## config.mk

```make
export PLATFORM = sky130hd
export DESIGN_NAME = dac2_cmd_ctrl
export DESIGN_NICKNAME = d
export VERILOG_FILES = /design/src/rtl/dac2_pkg.sv /design/src/rtl/dac2_serial_rx.sv /design/src/rtl/dac2_ctrl.sv /design/src/rtl/dac2_chan.sv /design/src/rtl/dac2_cmd_ctrl.sv
export SDC_FILE = /design/constraint.sdc
export NUM_CORES = 1
export LEC_CHECK = 0
export ABC_AREA = 1
export BUFFER_PORTS_ARGS = -buffer_cell sky130_fd_sc_hd__buf_4
export CORE_MARGIN = 3
export CORE_UTILIZATION = 47
export DETAILED_ROUTE_END_ITERATION = 8
export GPL_TIMING_DRIVEN = 0
export PLACE_DENSITY = 0.66
export SLEW_MARGIN = 20
export SYNTH_ARGS = -nofsm -noshare
export SYNTH_HDL_FRONTEND = slang
export SYNTH_HIERARCHICAL = 1
export SYNTH_SLANG_ARGS = --single-unit
```

## constraint.sdc

```tcl
create_clock -name clk -period 2.7 [get_ports clk]
set_input_delay 0.81 -clock clk [delete_from_list [all_inputs] [get_ports clk]]
set_output_delay 0.81 -clock clk [all_outputs]
set_load 0.01 [all_outputs]
```

## src/rtl/dac2_pkg.sv

```systemverilog
package dac2_pkg;

    localparam int FRAME_BITS = 24;
    localparam int DATA_BITS  = 16;
    localparam int NUM_CH     = 2;

    typedef enum logic [2:0] {
        CMD_WR_IN      = 3'b000,
        CMD_UPD        = 3'b001,
        CMD_WR_UPD_ALL = 3'b010,
        CMD_WR_UPD     = 3'b011,
        CMD_PWR        = 3'b100,
        CMD_SRST       = 3'b101,
        CMD_MASK       = 3'b110,
        CMD_CFG        = 3'b111
    } cmd_e;

    typedef struct packed {
        logic [1:0]           spare;
        cmd_e                 cmd;
        logic [2:0]           addr;
        logic [DATA_BITS-1:0] data;
    } frame_t;

    typedef struct packed {
        logic [NUM_CH-1:0] wr_in;
        logic [NUM_CH-1:0] load;
        logic              code_clr;
    } chan_ctl_t;

    function automatic logic [NUM_CH-1:0] addr_to_sel(input logic [2:0] a);
        case (a)
            3'b000:  return 2'b01;
            3'b001:  return 2'b10;
            3'b111:  return 2'b11;
            default: return 2'b00;
        endcase
    endfunction

endpackage

```

## src/rtl/dac2_serial_rx.sv

```systemverilog
module dac2_serial_rx import dac2_pkg::*; (
    input  logic   clk,
    input  logic   rst,
    input  logic   fsel_n,
    input  logic   sclk,
    input  logic   sdin,
    output frame_t frame,
    output logic   frame_vld
);
    localparam int CNT_W = $clog2(FRAME_BITS + 1);

    logic [CNT_W-1:0]      bit_cnt;
    logic [FRAME_BITS-2:0] shift_q;
    logic                  sclk_q;
    logic                  sclk_fall;
    logic                  take_bit;

    assign sclk_fall = sclk_q & ~sclk;
    assign take_bit  = sclk_fall & ~fsel_n & (bit_cnt < CNT_W'(FRAME_BITS));

    always_ff @(posedge clk) begin
        if (rst) begin
            sclk_q  <= 1'b1;
            bit_cnt <= '0;
            shift_q <= '0;
        end else begin
            sclk_q <= sclk;
            if (fsel_n) begin
                bit_cnt <= '0;
            end else if (take_bit) begin
                bit_cnt <= bit_cnt + 1'b1;
                shift_q <= {shift_q[FRAME_BITS-3:0], sdin};
            end
        end
    end

    assign frame_vld = take_bit & (bit_cnt == CNT_W'(FRAME_BITS - 1));
    assign frame     = frame_t'({shift_q, sdin});


    frame_abort_chk: assert property (@(posedge clk) disable iff (rst)
        fsel_n |=> (bit_cnt == '0))
        else $error("bit count survived a frame-select release");

endmodule

```

## src/rtl/dac2_ctrl.sv

```systemverilog
module dac2_ctrl import dac2_pkg::*; (
    input  logic                   clk,
    input  logic                   rst,
    input  frame_t                 frame,
    input  logic                   frame_vld,
    input  logic                   upd_n,
    input  logic                   clr_n,
    output chan_ctl_t              ctl,
    output logic [NUM_CH-1:0]      gain_x2,
    output logic [NUM_CH-1:0][1:0] pd_mode,
    output logic                   ref_on
);
    logic                   upd_q;
    logic                   upd_fall;
    logic [NUM_CH-1:0]      mask_q;
    logic [NUM_CH-1:0]      gain_q;
    logic [NUM_CH-1:0][1:0] pd_q;
    logic                   ref_q;
    logic [NUM_CH-1:0]      sel;
    logic [NUM_CH-1:0]      pd_down;
    logic                   full_rst;
    logic                   unused_ok;

    assign upd_fall  = upd_q & ~upd_n;
    assign sel       = addr_to_sel(frame.addr);
    assign full_rst  = frame_vld && (frame.cmd == CMD_SRST) && frame.data[0];
    assign unused_ok = ^{frame.spare, frame.data[DATA_BITS-1:6], frame.data[3:2]};

    always_comb begin
        ctl.wr_in = '0;
        ctl.load  = '0;
        if (frame_vld) begin
            case (frame.cmd)
                CMD_WR_IN: begin
                    ctl.wr_in = sel;
                    if (!upd_n) ctl.load = mask_q;
                end
                CMD_UPD:        ctl.load = sel;
                CMD_WR_UPD_ALL: begin
                    ctl.wr_in = sel;
                    ctl.load  = '1;
                end
                CMD_WR_UPD: begin
                    ctl.wr_in = sel;
                    ctl.load  = sel;
                end
                default: ;
            endcase
        end
        if (upd_fall) ctl.load = ctl.load | mask_q;
        ctl.code_clr = ~clr_n | (frame_vld && (frame.cmd == CMD_SRST));
    end

    always_ff @(posedge clk) begin
        if (rst) upd_q <= 1'b1;
        else     upd_q <= upd_n;
    end

    always_ff @(posedge clk) begin
        if (rst || full_rst) begin
            mask_q <= '0;
            gain_q <= '0;
            pd_q   <= '0;
            ref_q  <= 1'b0;
        end else if (frame_vld) begin
            case (frame.cmd)
                CMD_PWR: begin
                    for (int c = 0; c < NUM_CH; c++)
                        if (frame.data[c]) pd_q[c] <= frame.data[5:4];
                end
                CMD_MASK: mask_q <= frame.data[NUM_CH-1:0];
                CMD_CFG: begin
                    if (frame.addr == 3'b000)      ref_q  <= frame.data[0];
                    else if (frame.addr == 3'b001) gain_q <= frame.data[NUM_CH-1:0];
                end
                default: ;
            endcase
        end
    end

    for (genvar c = 0; c < NUM_CH; c++) begin : g_pd
        assign pd_down[c] = |pd_q[c];
    end

    assign gain_x2 = gain_q;
    assign pd_mode = pd_q;
    assign ref_on  = ref_q & ~(&pd_down);


    ref_interlock_chk: assert property (@(posedge clk) disable iff (rst)
        (frame_vld && frame.cmd == CMD_PWR && frame.data[5:4] != 2'b00 && frame.data[1:0] == 2'b11)
        |=> !ref_on)
        else $error("reference left on with both channels down");


    full_reset_chk: assert property (@(posedge clk) disable iff (rst)
        full_rst |=> (!ref_on && gain_x2 == '0 && pd_mode == '0))
        else $error("full software reset left configuration set");

endmodule

```

## src/rtl/dac2_chan.sv

```systemverilog
module dac2_chan #(
    parameter int RES = 16
) (
    input  logic           clk,
    input  logic           rst,
    input  logic           wr,
    input  logic           load,
    input  logic           clr,
    input  logic [RES-1:0] data,
    output logic [RES-1:0] code
);
    logic [RES-1:0] in_q;
    logic [RES-1:0] in_nxt;
    logic [RES-1:0] dac_q;

    assign in_nxt = wr ? data : in_q;

    always_ff @(posedge clk) begin
        if (rst || clr) begin
            in_q  <= '0;
            dac_q <= '0;
        end else begin
            in_q <= in_nxt;
            if (load) dac_q <= in_nxt;
        end
    end

    assign code = dac_q;


    buffered_write_chk: assert property (@(posedge clk) disable iff (rst)
        (wr && !load && !clr) |=> $stable(dac_q))
        else $error("input write reached the active code");

endmodule

```

## src/rtl/dac2_cmd_ctrl.sv

```systemverilog
module dac2_cmd_ctrl import dac2_pkg::*; #(
    parameter int RES = 16
) (
    input  logic              clk,
    input  logic              rst,
    input  logic              fsel_n,
    input  logic              sclk,
    input  logic              sdin,
    input  logic              upd_n,
    input  logic              clr_n,
    output logic [RES-1:0]    code_a,
    output logic [RES-1:0]    code_b,
    output logic [NUM_CH-1:0] gain_x2,
    output logic [1:0]        pd_mode_a,
    output logic [1:0]        pd_mode_b,
    output logic              ref_on
);
    frame_t                   frame;
    logic                     frame_vld;
    chan_ctl_t                ctl;
    logic [NUM_CH-1:0][1:0]   pd_mode;
    logic [NUM_CH-1:0][RES-1:0] code_arr;

    dac2_serial_rx u_rx (
        .clk       (clk),
        .rst       (rst),
        .fsel_n    (fsel_n),
        .sclk      (sclk),
        .sdin      (sdin),
        .frame     (frame),
        .frame_vld (frame_vld)
    );

    dac2_ctrl u_ctrl (
        .clk       (clk),
        .rst       (rst),
        .frame     (frame),
        .frame_vld (frame_vld),
        .upd_n     (upd_n),
        .clr_n     (clr_n),
        .ctl       (ctl),
        .gain_x2   (gain_x2),
        .pd_mode   (pd_mode),
        .ref_on    (ref_on)
    );

    for (genvar c = 0; c < NUM_CH; c++) begin : g_ch
        dac2_chan #(.RES(RES)) u_chan (
            .clk  (clk),
            .rst  (rst),
            .wr   (ctl.wr_in[c]),
            .load (ctl.load[c]),
            .clr  (ctl.code_clr),
            .data (frame.data[DATA_BITS-1 -: RES]),
            .code (code_arr[c])
        );
    end

    assign code_a    = code_arr[0];
    assign code_b    = code_arr[1];
    assign pd_mode_a = pd_mode[0];
    assign pd_mode_b = pd_mode[1];


    reset_state_chk: assert property (@(posedge clk)
        rst |=> (code_a == '0 && code_b == '0 && gain_x2 == '0 &&
                 pd_mode_a == 2'b00 && pd_mode_b == 2'b00 && !ref_on))
        else $error("outputs not at reset values");


    clear_pin_chk: assert property (@(posedge clk) disable iff (rst)
        !clr_n |=> (code_a == '0 && code_b == '0))
        else $error("codes not cleared by clear pin");

endmodule

```

## Yosys cells after proc, flatten, opt, wreduce, memory -nomap -nowiden

Cells that the tools add are included.

| storage, ports and cells | value |
|---|---|
| register bits after elaboration | 101 |
| output and inout port bits | 39 |
| word-level logic and storage cells | 65 |

| operators by class | value |
|---|---|
| $add $sub $neg | 1 |
| $lt $le $gt $ge | 1 |
| eq/ne operators | 10 |
| muxes and demuxes | 8 |
| bitwise operators | 14 |
| reduce and logical (&&, ||, !) cells | 18 |

Operators with widths:

| kind | number |
|---|---|
| two-way mux 16 bit | 2 |
| equality test 3 bit (second input constant) | 5 |
| one-hot mux 2 bit (3 select lines) | 2 |
| AND reduction 3 bit | 3 |
| OR reduction 2 bit | 4 |
| AND 1 bit | 6 |
| equality test 3 x 1 -> 1 bit (second input constant) | 2 |
| equality test 3 x 2 -> 1 bit (second input constant) | 2 |
| logical NOT 3 bit | 2 |
| two-way mux 2 bit | 3 |
| NOT 1 bit | 6 |
| AND reduction 2 bit | 3 |
| adder 5 x 1 -> 5 bit (second input constant) | 1 |
| equality test 5 bit (second input constant) | 1 |
| less-than comparator 5 bit (second input constant) | 1 |
| two-way mux 4 bit | 1 |
| AND reduction 4 bit | 1 |
| OR reduction 3 bit | 1 |
| logical AND 1 bit | 2 |
| logical OR 1 bit | 2 |
| bitwise OR 2 bit | 1 |
| bitwise OR 1 bit | 1 |

## Logic depth before layout (Yosys ltp)

Gate-level depths: netlist of run 1.

| depth | value |
|---|---|
| depth after elaboration | 8 |
| mapped depth | 14 |

## Cells and area by module

The synthesis of run 1 kept the hierarchy.

By module, submodules not included:

| module | instances | cells each | area each (um^2) |
|---|---|---|---|
| dac2_chan | 2 | 173 | 1293.7 |
| dac2_serial_rx | 1 | 142 | 1158.6 |
| dac2_ctrl | 1 | 96 | 601.8 |

## Least setup slack after synthesis of run 1

OpenSTA, ideal clock, no wires.

| timing path | value |
|---|---|
| path kind | input to register |
| start point | input port sclk |
| end point | register g_ch[1].u_chan.dac_q[10] |
| library setup time | 109 ps |
| data arrival time | 2324 ps |
| required time | 2591 ps |
| path slack | 267 ps |
| stages | 14 |
| path buffers | 2 |
| cells stage by stage | inv_2 nand3b_4 nor4_1 nand2_1 inv_1 o21ai_0 nor2_1 buf_6 inv_6 buf_12 nand2_2 nand3_1 nand2_1 inv_1 |

RTL lines:

| item | RTL line | text |
|---|---|---|
| start: declaration | dac2_cmd_ctrl.sv:7 | `input logic sclk,` |
| end signal: assignment | dac2_chan.sv:24 | `if (load) dac_q <= in_nxt;` |
| end: declaration | dac2_chan.sv:14 | `logic [RES-1:0] dac_q;` |

==> flow_summary.html, run 1 <==
<table>
<tr><th>Metric</th><th>Value</th></tr>
<tr><th colspan="2">Clock tree</th></tr>
<tr><td>Clock tree from TritonCTS</td><td>yes</td></tr>
<tr><td>Post-CTS setup buffers</td><td>0</td></tr>
<tr><td>TritonCTS Buffers</td><td>9</td></tr>
<tr><td>Number of H-tree levels</td><td>3</td></tr>
<tr><td>Clock tree buffer depth</td><td>2</td></tr>
<tr><td>Clock Root Buffer</td><td>clkbuf_8</td></tr>
<tr><td>Clock latency of the later-clocked register in the worst-skew pair</td><td>0.36 ns</td></tr>
<tr><td>Register clock-pin slew on the reported worst setup and hold paths</td><td>0.10 ns</td></tr>
<tr><td>Total number of clock tree sinks</td><td>101</td></tr>
<tr><th colspan="2">Worst setup path</th></tr>
<tr><td>Class of the most critical setup path</td><td>in2reg</td></tr>
<tr><td>Arrival time worst endpoint</td><td>2.67 ns</td></tr>
<tr><td>Worst-path maximum fanout</td><td>10</td></tr>
<tr><td>Worst Setup Start Kind</td><td>input pin</td></tr>
<tr><td>Internal reg-to-reg setup slack</td><td>0.30 ns</td></tr>
<tr><td>Critical Path End Type</td><td>register</td></tr>
<tr><td>Critical path required time</td><td>2.96 ns</td></tr>
<tr><th colspan="2">Die</th></tr>
<tr><td>Die X-Extent</td><td>101 µm</td></tr>
<tr><td>Row count</td><td>34</td></tr>
<tr><td>Placeable core region</td><td>8760 µm²</td></tr>
<tr><td>Initial standard-cell utilization of the core</td><td>48.8%</td></tr>
<tr><td>Area of the die</td><td>10300 µm²</td></tr>
<tr><td>I/O pin count</td><td>46</td></tr>
<tr><td>Y dimension of the die</td><td>101 µm</td></tr>
<tr><th colspan="2">Global routing</th></tr>
<tr><td>Overall global routing resource usage</td><td>17.9%</td></tr>
<tr><td>Antenna violations before repair</td><td>0</td></tr>
<tr><td>Vias in the first global route</td><td>3545</td></tr>
<tr><td>Leftover overflow at the end of global routing</td><td>0</td></tr>
<tr><td>Global-route wire length before repair</td><td>15100 µm</td></tr>
<tr><td>Maximum number of pins on one net before global-route repair</td><td>18</td></tr>
<tr><th colspan="2">STA</th></tr>
<tr><td>Total count of max-transition violations in the final report</td><td>0</td></tr>
<tr><td>Final hold violation count</td><td>0</td></tr>
<tr><td>Worst slew pin tran</td><td>0.445 ns</td></tr>
<tr><td>Period minus WS final</td><td>2.40 ns</td></tr>
<tr><td>Post-Route Skew</td><td>0.0112 ns</td></tr>
<tr><td>RSZ-0062 raised after global routing</td><td>false</td></tr>
<tr><td>Final Setup Violations</td><td>0</td></tr>
<tr><td>Headroom to the max-slew limit</td><td>70.1%</td></tr>
<tr><td>Smallest setup slack after layout</td><td>0.297 ns</td></tr>
<tr><td>Top achievable clock speed</td><td>416 MHz</td></tr>
<tr><td>Final worst-path cycle share</td><td>89.0%</td></tr>
<tr><th colspan="2">Run status</th></tr>
<tr><td>Result of the run</td><td>completed</td></tr>
<tr><th colspan="2">Logic synthesis</th></tr>
<tr><td>Post-synthesis net count</td><td>584</td></tr>
<tr><td>Number of warnings reported in the yosys synthesis log</td><td>6</td></tr>
<tr><td>Netlist Area Pre-Place</td><td>4280 µm²</td></tr>
<tr><td>Synth Area per Inst</td><td>7.43 µm²</td></tr>
<tr><td>Cell count after synthesis</td><td>576</td></tr>
<tr><th colspan="2">Power</th></tr>
<tr><td>Overall power after layout</td><td>2.75 mW</td></tr>
<tr><td>Power Density</td><td>552 nW/µm²</td></tr>
<tr><td>Worst ir drop on vdd</td><td>0.270 mV</td></tr>
<tr><td>Leakage power of the design</td><td>2.11 nW</td></tr>
<tr><th colspan="2">Routing</th></tr>
<tr><td>Routed vias/inst</td><td>4.90</td></tr>
<tr><td>Via count</td><td>3654</td></tr>
<tr><td>Uppermost layer routed</td><td>met4</td></tr>
<tr><td>Drt total wl</td><td>8870 µm</td></tr>
<tr><td>Remaining antenna violation count after routing</td><td>0</td></tr>
<tr><td>Post-detailed-route DRC marker count</td><td>0</td></tr>
<tr><td>Average routed wire per standard cell</td><td>11.9 µm</td></tr>
<tr><td>DR pass1 iterations</td><td>4</td></tr>
<tr><td>Detailed route wirelength on metal3</td><td>291 µm</td></tr>
<tr><td>Met2 Wirelength</td><td>4410 µm</td></tr>
<tr><td>Iter 0 DRT Violations</td><td>126</td></tr>
<tr><td>Met1 WL</td><td>4050 µm</td></tr>
<tr><th colspan="2">Layout</th></tr>
<tr><td>Net total in the final layout</td><td>640</td></tr>
<tr><td>Most common cell after layout, fill and taps aside</td><td>nand2_1</td></tr>
<tr><td>Final Util</td><td>57.0%</td></tr>
<tr><td>Fin area</td><td>4990 µm²</td></tr>
<tr><td>Highest-count cells in the layout ignoring fill and taps</td><td>119 x nand2_1, 114 x nor2_1, 101 x dfxtp_1, 51 x inv_1, 50 x buf_4</td></tr>
<tr><td>Fraction of layout instances using a drive strength above 1</td><td>19.5%</td></tr>
<tr><td>Number of antenna repair diodes</td><td>0</td></tr>
<tr><td>Layout overhead on the synthesized area</td><td>16.6%</td></tr>
<tr><th colspan="2">Place</th></tr>
<tr><td>Global placement routability congestion</td><td>0.882</td></tr>
<tr><td>Detail Placement HPWL</td><td>6490 µm</td></tr>
<tr><td>Port-buffer cells</td><td>45</td></tr>
<tr><td>Setup slack after placement</td><td>-0.311 ns</td></tr>
<tr><td>Standard cell area after detailed placement</td><td>4750 µm²</td></tr>
<tr><th colspan="2">Hold path</th></tr>
<tr><td>Hold/Removal Path Class</td><td>reg2reg</td></tr>
<tr><th colspan="2">Job</th></tr>
<tr><td>Maxcap violations</td><td>0</td></tr>
</table>
[cell type report]
cell class	instances	area (µm²)
Buffer	26	245
Clock buffer	10	138
Clock inverter	6	93.8
Fill cell	856	3770
Inverter	57	224
Multi-Input combinational cell	392	1800
Sequential cell	101	2020
Tap cell	108	135
Timing Repair Buffer	45	338
[worst max-delay path, cell delays in order]
cell and delay (ns):
buf_4 0.11, inv_2 0.10, nand3b_4 0.12, nor4_2 0.35, nand2_1 0.15, o31ai_1 0.34
inv_1 0.08, nand2_1 0.17, buf_2 0.25, nor2_1 0.06, nand2_1 0.07, inv_1 0.04
[routing by layer]
layer  vias up  global-route usage, %
li1       1917                      -
met1      1666                   21.9
met2        59                   32.1
met3        12                   2.62
met4         0                   6.03
met5         -                      0
[final timing paths]
| kind | startpoint | end | cells after the start |
|---|---|---|---|
| max reg2reg | u_rx/bit_cnt[0] | g_ch[1].u_chan/code[14] | 11 |
| min | g_ch[1].u_chan/in_q[8] | g_ch[1].u_chan/in_q[8] | 2 |
| min reg2reg | g_ch[1].u_chan/in_q[8] | g_ch[1].u_chan/in_q[8] | 2 |
| max | sclk | g_ch[1].u_chan/code[14] | 12 |
[power breakdown]
group	switching, mW	internal [mW]	total [mW]
Combinational	0.0820	0.0464	0.128
Sequential	0.0300	1.51	1.54
Clock	0.529	0.556	1.08
Total	0.641	2.11	2.75
[what timing repair did]
action,4_1_cts,5_1_grt
hold buffers,0,0
gates resized for setup,0,1
setup endpoints to repair,0,64
hold endpoints to repair,0,0
[flip-flops by register name (all words and copies together), names as in the netlist]
name and count:
u_ctrl/gain_x2 2, u_ctrl/mask_q 2, u_ctrl/upd_q 1, u_rx/bit_cnt 5, u_ctrl/pd_mode 4, g_ch.u_chan/code 32, u_rx/shift_q 21, u_rx/sclk_q 1
u_ctrl/ref_q 1, g_ch.u_chan/in_q 32
[per-stage QoR]
stage / hold WS (ns) / instances / TNS, ns
2_1_floorplan: 0.435 / 576 / 0
3_3_place_gp: 0.450 / 729 / -16.41
3_5_place_dp: 0.454 / 729 / -16.16
4_1_cts: 0.468 / 745 / 0
5_1_grt: 0.481 / 745 / 0
6_report: 0.466 / 745 / 0
(Power assumes the default switching activity.)
==> run 2, diff against run 1 <==
BUFFER_PORTS_ARGS = not set   (was -buffer_cell sky130_fd_sc_hd__buf_4)
DONT_BUFFER_PORTS = 1   (was not set)
PLACE_DENSITY = 0.63   (was 0.66)
clock period = 2.9 ns   (was 2.7 ns; I/O delays follow)
==> run 2 against run 1 <==
Against the previous run: die area is the same; cell count fell by 6.2%; first-iteration DRC count up 19%; sequential share of layout area rose by 3.5 points; critical path type is now reg2reg; combinational power decreased by 13%; sequential cell count is the same; hold slack got worse by 0.0016 ns; clock power shrank 26%; global-route usage shrank 0.75 points.
==> flow_summary.html, run 2 (synthesized netlist as in run 1, its figures left out) <==
<table>
<tr><th>Metric</th><th>Value</th></tr>
<tr><th colspan="2">Clock tree</th></tr>
<tr><td>Clock latency of the later-clocked register in the worst-skew pair</td><td>0.36 ns</td></tr>
<tr><td>Clock tree from TritonCTS</td><td>yes</td></tr>
<tr><td>Number of H-tree levels</td><td>3</td></tr>
<tr><td>Clock Root Buffer</td><td>clkbuf_8</td></tr>
<tr><td>Register clock-pin slew on the reported worst setup and hold paths</td><td>0.09 ns</td></tr>
<tr><td>Post-CTS resize count</td><td>0</td></tr>
<tr><td>TritonCTS Buffers</td><td>9</td></tr>
<tr><td>CTS hold repair buffers</td><td>0</td></tr>
<tr><td>Post-CTS setup buffers</td><td>0</td></tr>
<tr><td>Total number of clock tree sinks</td><td>101</td></tr>
<tr><td>Clock tree buffer depth</td><td>2</td></tr>
<tr><th colspan="2">Layout</th></tr>
<tr><td>Number of fill cells in the layout</td><td>884</td></tr>
<tr><td>Number of antenna repair diodes</td><td>0</td></tr>
<tr><td>Fraction of layout instances using a drive strength above 1</td><td>13.0%</td></tr>
<tr><td>Final Util</td><td>52.4%</td></tr>
<tr><td>Highest-count cells in the layout ignoring fill and taps</td><td>119 x nand2_1, 114 x nor2_1, 101 x dfxtp_1, 51 x inv_1, 46 x a21oi_1</td></tr>
<tr><td>Most common cell after layout, fill and taps aside</td><td>nand2_1</td></tr>
<tr><td>Layout overhead on the synthesized area</td><td>7.22%</td></tr>
<tr><td>Net total in the final layout</td><td>595</td></tr>
<tr><th colspan="2">Place</th></tr>
<tr><td>Global placement routability congestion</td><td>0.827</td></tr>
<tr><td>Detail Placement HPWL</td><td>6250 µm</td></tr>
<tr><td>Port-buffer cells</td><td>0</td></tr>
<tr><th colspan="2">STA</th></tr>
<tr><td>Total count of max-transition violations in the final report</td><td>0</td></tr>
<tr><td>Headroom to the max-slew limit</td><td>54.5%</td></tr>
<tr><td>Post-Route Skew</td><td>0.0118 ns</td></tr>
<tr><td>Hold slack</td><td>0.464 ns</td></tr>
<tr><td>RSZ-0062 raised after global routing</td><td>false</td></tr>
<tr><td>Worst slew pin tran</td><td>0.676 ns</td></tr>
<tr><td>Final hold violation count</td><td>0</td></tr>
<tr><td>Top achievable clock speed</td><td>382 MHz</td></tr>
<tr><td>Period minus WS final</td><td>2.62 ns</td></tr>
<tr><td>Final Setup Violations</td><td>0</td></tr>
<tr><td>Final worst-path cycle share</td><td>90.2%</td></tr>
<tr><th colspan="2">Routing</th></tr>
<tr><td>Post-detailed-route DRC marker count</td><td>0</td></tr>
<tr><td>DR pass1 iterations</td><td>4</td></tr>
<tr><td>Average routed wire per standard cell</td><td>12.2 µm</td></tr>
<tr><td>Drt total wl</td><td>8540 µm</td></tr>
<tr><td>Remaining antenna violation count after routing</td><td>0</td></tr>
<tr><td>Iter 0 DRT Violations</td><td>150</td></tr>
<tr><td>Via count</td><td>3436</td></tr>
<tr><td>Routed vias/inst</td><td>4.92</td></tr>
<tr><th colspan="2">Global routing</th></tr>
<tr><td>Global-route wire length before repair</td><td>14100 µm</td></tr>
<tr><td>Maximum number of pins on one net before global-route repair</td><td>17</td></tr>
<tr><td>Overall global routing resource usage</td><td>17.2%</td></tr>
<tr><td>Leftover overflow at the end of global routing</td><td>0</td></tr>
<tr><td>Antenna violations before repair</td><td>0</td></tr>
<tr><td>Vias in the first global route</td><td>3055</td></tr>
<tr><th colspan="2">Worst setup path</th></tr>
<tr><td>Cell type group with the largest total delay on the critical path</td><td>simple AND/OR/NAND/NOR gates</td></tr>
<tr><td>Worst Setup Start Kind</td><td>register</td></tr>
<tr><td>Cell mode on critical path</td><td>nand2_1</td></tr>
<tr><td>Number of buffer and inverter stages on the critical path</td><td>3</td></tr>
<tr><td>Arrival time worst endpoint</td><td>2.88 ns</td></tr>
<tr><td>Class of the most critical setup path</td><td>reg2reg</td></tr>
<tr><td>CP Cell Sequence</td><td>ha_1, nand2_1, nor4_1, nand2_1, o31ai_1, inv_1, nand2_1, buf_2, nor2_1, nand2_1, inv_1</td></tr>
<tr><td>Critical Path End Type</td><td>register</td></tr>
<tr><td>Worst-path maximum fanout</td><td>10</td></tr>
<tr><td>Critical Path Slowest Stage Cell</td><td>nor4_1</td></tr>
<tr><td>Crit-path max cell delay</td><td>0.58 ns</td></tr>
<tr><td>Critical path required time</td><td>3.17 ns</td></tr>
<tr><th colspan="2">Die</th></tr>
<tr><td>Placeable core region</td><td>8760 µm²</td></tr>
<tr><td>Y dimension of the die</td><td>101 µm</td></tr>
<tr><td>Row count</td><td>34</td></tr>
<tr><td>Area of the die</td><td>10300 µm²</td></tr>
<tr><td>Initial standard-cell utilization of the core</td><td>48.8%</td></tr>
<tr><td>Die X-Extent</td><td>101 µm</td></tr>
<tr><td>I/O pin count</td><td>46</td></tr>
<tr><th colspan="2">Job</th></tr>
<tr><td>Maxcap violations</td><td>0</td></tr>
<tr><th colspan="2">Power</th></tr>
<tr><td>Leakage power of the design</td><td>1.84 nW</td></tr>
<tr><td>Worst ir drop on vdd</td><td>0.230 mV</td></tr>
<tr><td>Power Density</td><td>511 nW/µm²</td></tr>
<tr><th colspan="2">Run status</th></tr>
<tr><td>Result of the run</td><td>completed</td></tr>
<tr><th colspan="2">Hold path</th></tr>
<tr><td>Hold/Removal Path Class</td><td>reg2reg</td></tr>
</table>
run 2: area by class of cell:
class	instances	area (µm²)	share of cell area, %
inverters	57	224	4.88
clock buffers	10	138	3.00
well taps	108	135	2.94
multi-input cells	392	1790	39.0
plain buffers	26	245	5.34
clock inverters	5	36.3	0.791
flip-flops and latches	101	2020	44.1
run 2: path summary, 6_finish.rpt:
| path | cells after the start | endpoint | start | slack (ns) |
|---|---|---|---|---|
| worst min-delay path | 2 | u_ctrl/ref_q | u_ctrl/ref_q | 0.46 |
| worst max-delay path | 11 | g_ch[1].u_chan/code[14] | u_rx/bit_cnt[0] | 0.28 |
| worst max register to register | 11 | g_ch[1].u_chan/code[14] | u_rx/bit_cnt[0] | 0.28 |
| worst min register to register | 2 | u_ctrl/ref_q | u_ctrl/ref_q | 0.46 |
run 2: worst reg2reg max path, delay by kind of cell (launching register included):
kind,cells,cell delay (ns)
DFF,1,0.41
adders and majority gates,1,0.21
buffers and inverters,3,0.41
AOI/OAI and AO/OA,1,0.35
and+or+nand+nor,6,1.15
run 2: layer usage:
metal	vias up	track usage [%]	share of wire, %
met4	0	6.85	1.1
li1	1825	-	-
met3	8	3.17	4.5
met1	1543	21.7	46
met5	-	0	0
met2	60	28.9	49
run 2: through the flow:
stage | setup slack (ns) | setup TNS [ns] | cells | area (µm²) | total power, mW
2_1_floorplan | 0.407 | 0 | 576 | 4280 | 1.55
3_3_place_gp | -0.0306 | -0.331 | 684 | 4420 | 1.57
3_5_place_dp | -0.0616 | -0.746 | 684 | 4420 | 1.58
4_1_cts | 0.282 | 0 | 699 | 4590 | 2.38
5_1_grt | 0.0423 | 0 | 699 | 4590 | 2.47
6_report | 0.283 | 0 | 699 | 4590 | 2.35
run 2: power breakdown:
part | leakage [nW] | switching, mW | total (mW) | internal (mW)
clock | 0.0808 | 0.471 | 0.803 | 0.332
sequential | 0.817 | 0.0272 | 1.43 | 1.41
combinational | 0.938 | 0.0725 | 0.111 | 0.0383
